--- src/rtl/irq_ctrl.sv ---
module irq_ctrl #(
  parameter int NLINES = 32,
  parameter int MODE   = 1
) (
  input  logic                       clk,
  input  logic                       rst_n,
  input  logic [NLINES-1:0]          irq_in,
  input  logic                       reg_sel,
  input  logic                       reg_we,
  input  logic [NLINES-1:0]          reg_wdata,
  output logic [NLINES-1:0]          reg_rdata,
  output logic                       cpu_irq,
  output logic [$clog2(NLINES)-1:0]  irq_idx,
  output logic                       irq_any
);
  localparam int IDXW = $clog2(NLINES);

  logic [NLINES-1:0] sync1, sync2, prev, mask_q, status, pending;
  logic              st_wr;

  assign st_wr = reg_we && reg_sel;

  always_ff @(posedge clk) begin
    if (!rst_n) begin
      sync1  <= '0;
      sync2  <= '0;
      prev   <= '0;
      mask_q <= '0;
    end else begin
      sync1 <= irq_in;
      sync2 <= sync1;
      prev  <= sync2;
      if (reg_we && !reg_sel) mask_q <= reg_wdata;
    end
  end

  generate
    if (MODE == 0) begin : g_level
      assign status = sync2;
    end else if (MODE == 1) begin : g_edge
      logic [NLINES-1:0] st_q;
      always_ff @(posedge clk) begin
        if (!rst_n) st_q <= '0;
        else        st_q <= (st_q & ~(st_wr ? reg_wdata : '0)) | (sync2 & ~prev);
      end
      assign status = st_q;
    end else begin : g_latch
      logic [NLINES-1:0] st_q;
      always_ff @(posedge clk) begin
        if (!rst_n) st_q <= '0;
        else        st_q <= (st_q & (st_wr ? reg_wdata : '1)) | sync2;
      end
      assign status = st_q;
    end
  endgenerate

  assign pending   = status & mask_q;
  assign cpu_irq   = |pending;
  assign irq_any   = cpu_irq;
  assign reg_rdata = reg_sel ? status : mask_q;

  always_comb begin
    irq_idx = '0;
    for (int i = NLINES - 1; i >= 0; i--)
      if (pending[i]) irq_idx = IDXW'(i);
  end


  mask_write_chk: assert property (@(posedge clk) disable iff (!rst_n)
    (reg_we && !reg_sel) |=> (mask_q == $past(reg_wdata)));


  idx_is_pending_chk: assert property (@(posedge clk) disable iff (!rst_n)
    irq_any |-> pending[irq_idx]);


  idx_lowest_chk: assert property (@(posedge clk) disable iff (!rst_n)
    irq_any |-> ((pending & ((NLINES'(1) << irq_idx) - NLINES'(1))) == '0));


  req_vs_mask_chk: assert property (@(posedge clk) disable iff (!rst_n)
    (mask_q == '0) |-> !cpu_irq);

  generate
    if (MODE != 0) begin : g_hold_chk

      status_hold_chk: assert property (@(posedge clk) disable iff (!rst_n)
        !(reg_we && reg_sel) |=> ((status & $past(status)) == $past(status)));
    end else begin : g_lvl_chk

      level_follow_chk: assert property (@(posedge clk) disable iff (!rst_n)
        1'b1 |=> (status == $past(sync1)));
    end
  endgenerate
endmodule

--- config.mk ---
export PLATFORM = sky130hd
export DESIGN_NAME = irq_ctrl
export DESIGN_NICKNAME = d
export VERILOG_FILES = /design/src/rtl/irq_ctrl.sv
export SDC_FILE = /design/constraint.sdc
export NUM_CORES = 1
export LEC_CHECK = 0
export BUFFER_PORTS_ARGS = -buffer_cell sky130_fd_sc_hd__buf_2
export CORE_MARGIN = 8
export CORE_UTILIZATION = 35
export DETAILED_ROUTE_END_ITERATION = 10
export MAX_ROUTING_LAYER = met4
export PLACE_DENSITY = 0.62
export SLEW_MARGIN = 20
export SYNTH_ARGS = -nofsm -noshare
export SYNTH_HDL_FRONTEND = slang
export SYNTH_SLANG_ARGS = --single-unit
--- constraint.sdc ---
create_clock -name clk -period 2.6 [get_ports clk]
set_input_delay 0.26 -clock clk [delete_from_list [all_inputs] [get_ports clk]]
set_output_delay 0.26 -clock clk [all_outputs]
set_load 0.02 [all_outputs]
* Word level (Yosys, flattened, before mapping)
Cells that the tools add are included.
Storage, ports and cells: output and inout bits 39, logic and storage cells 49, register bits after elaboration 160, input port bits 68
Cells by class: mux-type cells 34, bitwise operators 6, reduce and logical (&&, ||, !) cells 4
Operator list (number):
- two-way mux 5 bit | 32
- AND 32 bit | 3
- two-way mux 32 bit | 2
- NOT 32 bit | 2
- OR 32 bit | 1
- OR reduction 32 bit | 1
- logical AND 1 bit | 2
- zero test 1 bit | 1

* Longest topological paths before layout
depth after elaboration 33, depth in mapped cells 7, depth with buffers taken out 5

* Worst setup path before layout
Ideal clock, no wire load.
path kind reg-to-output, start point register g_edge.st_q[30], end point output port irq_any, data arrival time 1677 ps, data required time 2340 ps, path buffers 1, cell stages (with the launch flop) 7, setup slack 663 ps, cell sequence dfxtp_1 a22o_1 and3b_1 nand2_2 nor3_2 or3b_1 buf_4
On the way: word-level cells in the longest chain between the ends 2
Ends and longest elaborated chain:
- from (decl) | line 41 | logic [NLINES-1:0] st_q;
- from (signal assigned) | line 44 | else st_q <= (st_q & ~(st_wr ? reg_wdata : '0)) | (sync2 & ~prev);
- AND 32 bit | line 57 | assign pending = status & mask_q;
- OR reduction 32 bit | line 58 | assign cpu_irq = |pending;
- to (decl) | line 14 | output logic irq_any
No other way between the ends.

* Final worst setup path
start point register g_edge.st_q[30], end point output port cpu_irq
On the way: word-level cells in the longest chain between the ends 2
Ends and longest elaborated chain:
- AND 32 bit | line 57
- OR reduction 32 bit | line 58
- to (decl) | line 12 | output logic cpu_irq,
No other way between the ends.

==> flow_metrics.tcl <==
set metrics [dict create \
    arrival_ps 2150 \
    pre_cts_slack_ps 645 \
    maxSlewViolCount 0 \
    yosysWarnings 0 \
    syn_area_sq_mm 0.00599 \
    fillers 1702 \
    synth_seq_cells 160 \
    worstMarginPinSlew_ps 569 \
    dieArea_sq_mm 0.0216 \
    finalNonFillerCells 976 \
    drt_wl_total_mm 13.9 \
    clk_pin_slew_ps 70 \
    worstSetupEndpointType "output port" \
    ys.flop_type "dfxtp_1" \
    port_buffers 106 \
    placed_cell_area_sq_mm 0.00676 \
    ctsResizeCount 0 \
    postSynthAreaPerCell_sq_um 9.41 \
    worstSetupPathType "flip-flop to output port" \
    start_util_pct 35.3 \
    maxSlewHeadroom_pct 62.1 \
    fmax_ghz 0.414 \
    tritoncts "done" \
    setup_violations 0 \
    num_vias 4494 \
    drc 0 \
    power.density_mw_per_mm2 754 \
    dp.cells 943 \
    min_period_ps 2410 \
    grt_pass1_wl_mm 22.4 \
    clk_latency_ps 420 \
    antenna_left 0 \
    design_area_sq_mm 0.00735 \
    synth-seq-area-share_pct 53.4 \
    cts_sinks 160 \
    dp_hpwl_mm 9.67 \
    hold_viol 0 \
    grt_use_total_pct 13.5 \
    overflow 0 \
    syn_to_final_growth_pct 22.6 \
    ir_worst_vdd_mv 0.442 \
    first_pass_iters 4 \
    synthArstFlopShare_pct 0 \
    die_y_microns 147 \
    clockBufferDepth 2 \
    antenna_found_initial 1 \
    synth_cell_types 32 \
    p_total_mw 5.54 \
    synth_nets 705 \
    cp_max_fo 4 \
    finClkSkew_ps 10.3 \
    first_global_vias 4321 \
    via_per_inst 4.60 \
    timing.final.crit_share_pct 92.8 \
    cts_setup_buffers 0 \
    synth_edf_count 0 \
    critPathRequiredTime_ps 2340 \
    drive_gt1_share_pct 24.1 \
    ios 107 \
    nets 805 \
    cp-start-kind "flip-flop" \
    synth_cells 637 \
    grt_max_degree 71 \
    gp_congestion 0.781 \
    cap_violations 0 \
    drtIter0Drc 240 \
    rows 48 \
    tns_ps 0 \
    hold_path_class "input pin to flip-flop" \
    root_buffer "clkbuf_16" \
    chipWidth_microns 147 \
    leakage_nw 3.16 \
    worst_slack_ps 187 \
    ctsHoldBuffers 0 \
    core_sq_mm 0.0170 \
    wire_per_inst_microns 14.2 \
    cts_buffers 17 \
    status "finished, final reports clean" \
    rsz0062_at_grt "false" \
    cts.htree.levels 4 \
]
-- flip-flops by register name, summed over array words and instances, names as in the netlist --
name	flops
g_edge.st_q	32
mask_q	32
sync2	32
sync1	32
prev	32
-- logic make-up (layout without fill, tap and decap cells) --
group                  count (synthesis)  in the layout  share of synthesized area (%)
flip-flops                           160            160                           53.4
AO/OA/AOI/OAI                         98             98                           10.8
AND/OR/NAND/NOR                      314            314                           27.5
other                                  0              1                              0
buffers and inverters                 33            146                           2.28
multiplexers                          32             32                           6.01
-- cells in the mapped netlist (2+ instances only) --
| library cell | count | share of area (%) |
|---|---|---|
| a211oi_1 | 3 | 0.38 |
| a21boi_0 | 32 | 4.0 |
| a21oi_1 | 37 | 3.1 |
| a22o_1 | 3 | 0.44 |
| a22oi_1 | 7 | 0.88 |
| a31oi_1 | 4 | 0.42 |
| a32o_1 | 4 | 0.67 |
| and2_1 | 99 | 10 |
| buf_2 | 7 | 0.58 |
| clkbuf_1 | 24 | 1.5 |
| dfxtp_1 | 160 | 53 |
| mux2_2 | 32 | 6.0 |
| nand2_1 | 129 | 8.1 |
| nand3_1 | 8 | 0.67 |
| nor2_1 | 2 | 0.13 |
| nor2b_1 | 66 | 6.9 |
| nor3_1 | 2 | 0.17 |
| o21ai_0 | 4 | 0.33 |
-- path summary, 6_finish.rpt --
kind                                            startpoint  slack [ps]  cells after the start                         end
worst max-delay path            g_edge.st_q[30]$_SDFF_PN0_         190                      6                     cpu_irq
worst min-delay path                            irq_in[19]          40                      2        sync1[19]$_SDFF_PN0_
worst max register to register        sync2[31]$_SDFF_PN0_        1890                      3  g_edge.st_q[31]$_SDFF_PN0_
worst min register to register        sync1[18]$_SDFF_PN0_         420                      1        sync2[18]$_SDFF_PN0_
-- metrics by stage --
stage,util [%],hold WS (ps)
floorplan,-,387
global placement,39.8,412
detailed placement,39.8,412
CTS,43.2,18.3
global route,43.2,10.6
finish,43.2,36.1
-- critical path, stage by stage (launching register included) --
cell     delay (ps)
dfxtp_1         330
a22o_1          250
and3b_1         260
nand2_2          80
nor3_2          200
or3b_1          430
buf_2           190
-- final cells by class --
cell class | count | area (sq um) | share of cell area, %
Clock inverter | 13 | 154 | 2.09
Timing Repair Buffer | 114 | 618 | 8.41
Antenna cell | 1 | 2.50 | 0.0340
Sequential cell | 160 | 3200 | 43.6
Clock buffer | 19 | 433 | 5.89
Tap cell | 225 | 282 | 3.83
Multi-Input combinational cell | 444 | 2660 | 36.2
-- where the power goes --
part | switching [mW] | internal (mW)
clock | 1.03 | 1.44
combinational | 0.251 | 0.203
sequential | 0.0571 | 2.56
-- layout by cell type (no fill, tap or decap), drive strengths merged --
master    instances
nand2b            1
o21ai             4
clkinv            2
a21oi            37
nand2           130
nor3              3
o31ai             1
bufinv            2
a32oi             1
nand3             9
nor2              3
a21boi           32
mux2             32
nor2b            66
buf             114
a22oi             7
nand4             1
diode             1
a211oi            3
dfxtp           160
o41ai             1
and3b             1
inv               6
a22o              3
clkinvlp          3
clkbuf           19
o2111ai           1
and2             99
a31oi             4
or3b              1
a32o              4
-- per-layer routing --
metal / up-vias / global-route usage (%) / share of wire, %
li1: 2294 / - / -
met1: 2079 / 16.7 / 48
met2: 107 / 20.3 / 44
met3: 14 / 4.98 / 6.0
met4: 0 / 3.45 / 1.1
met5: - / - / 0
Note: power is estimated with default switching activity, not from simulation.
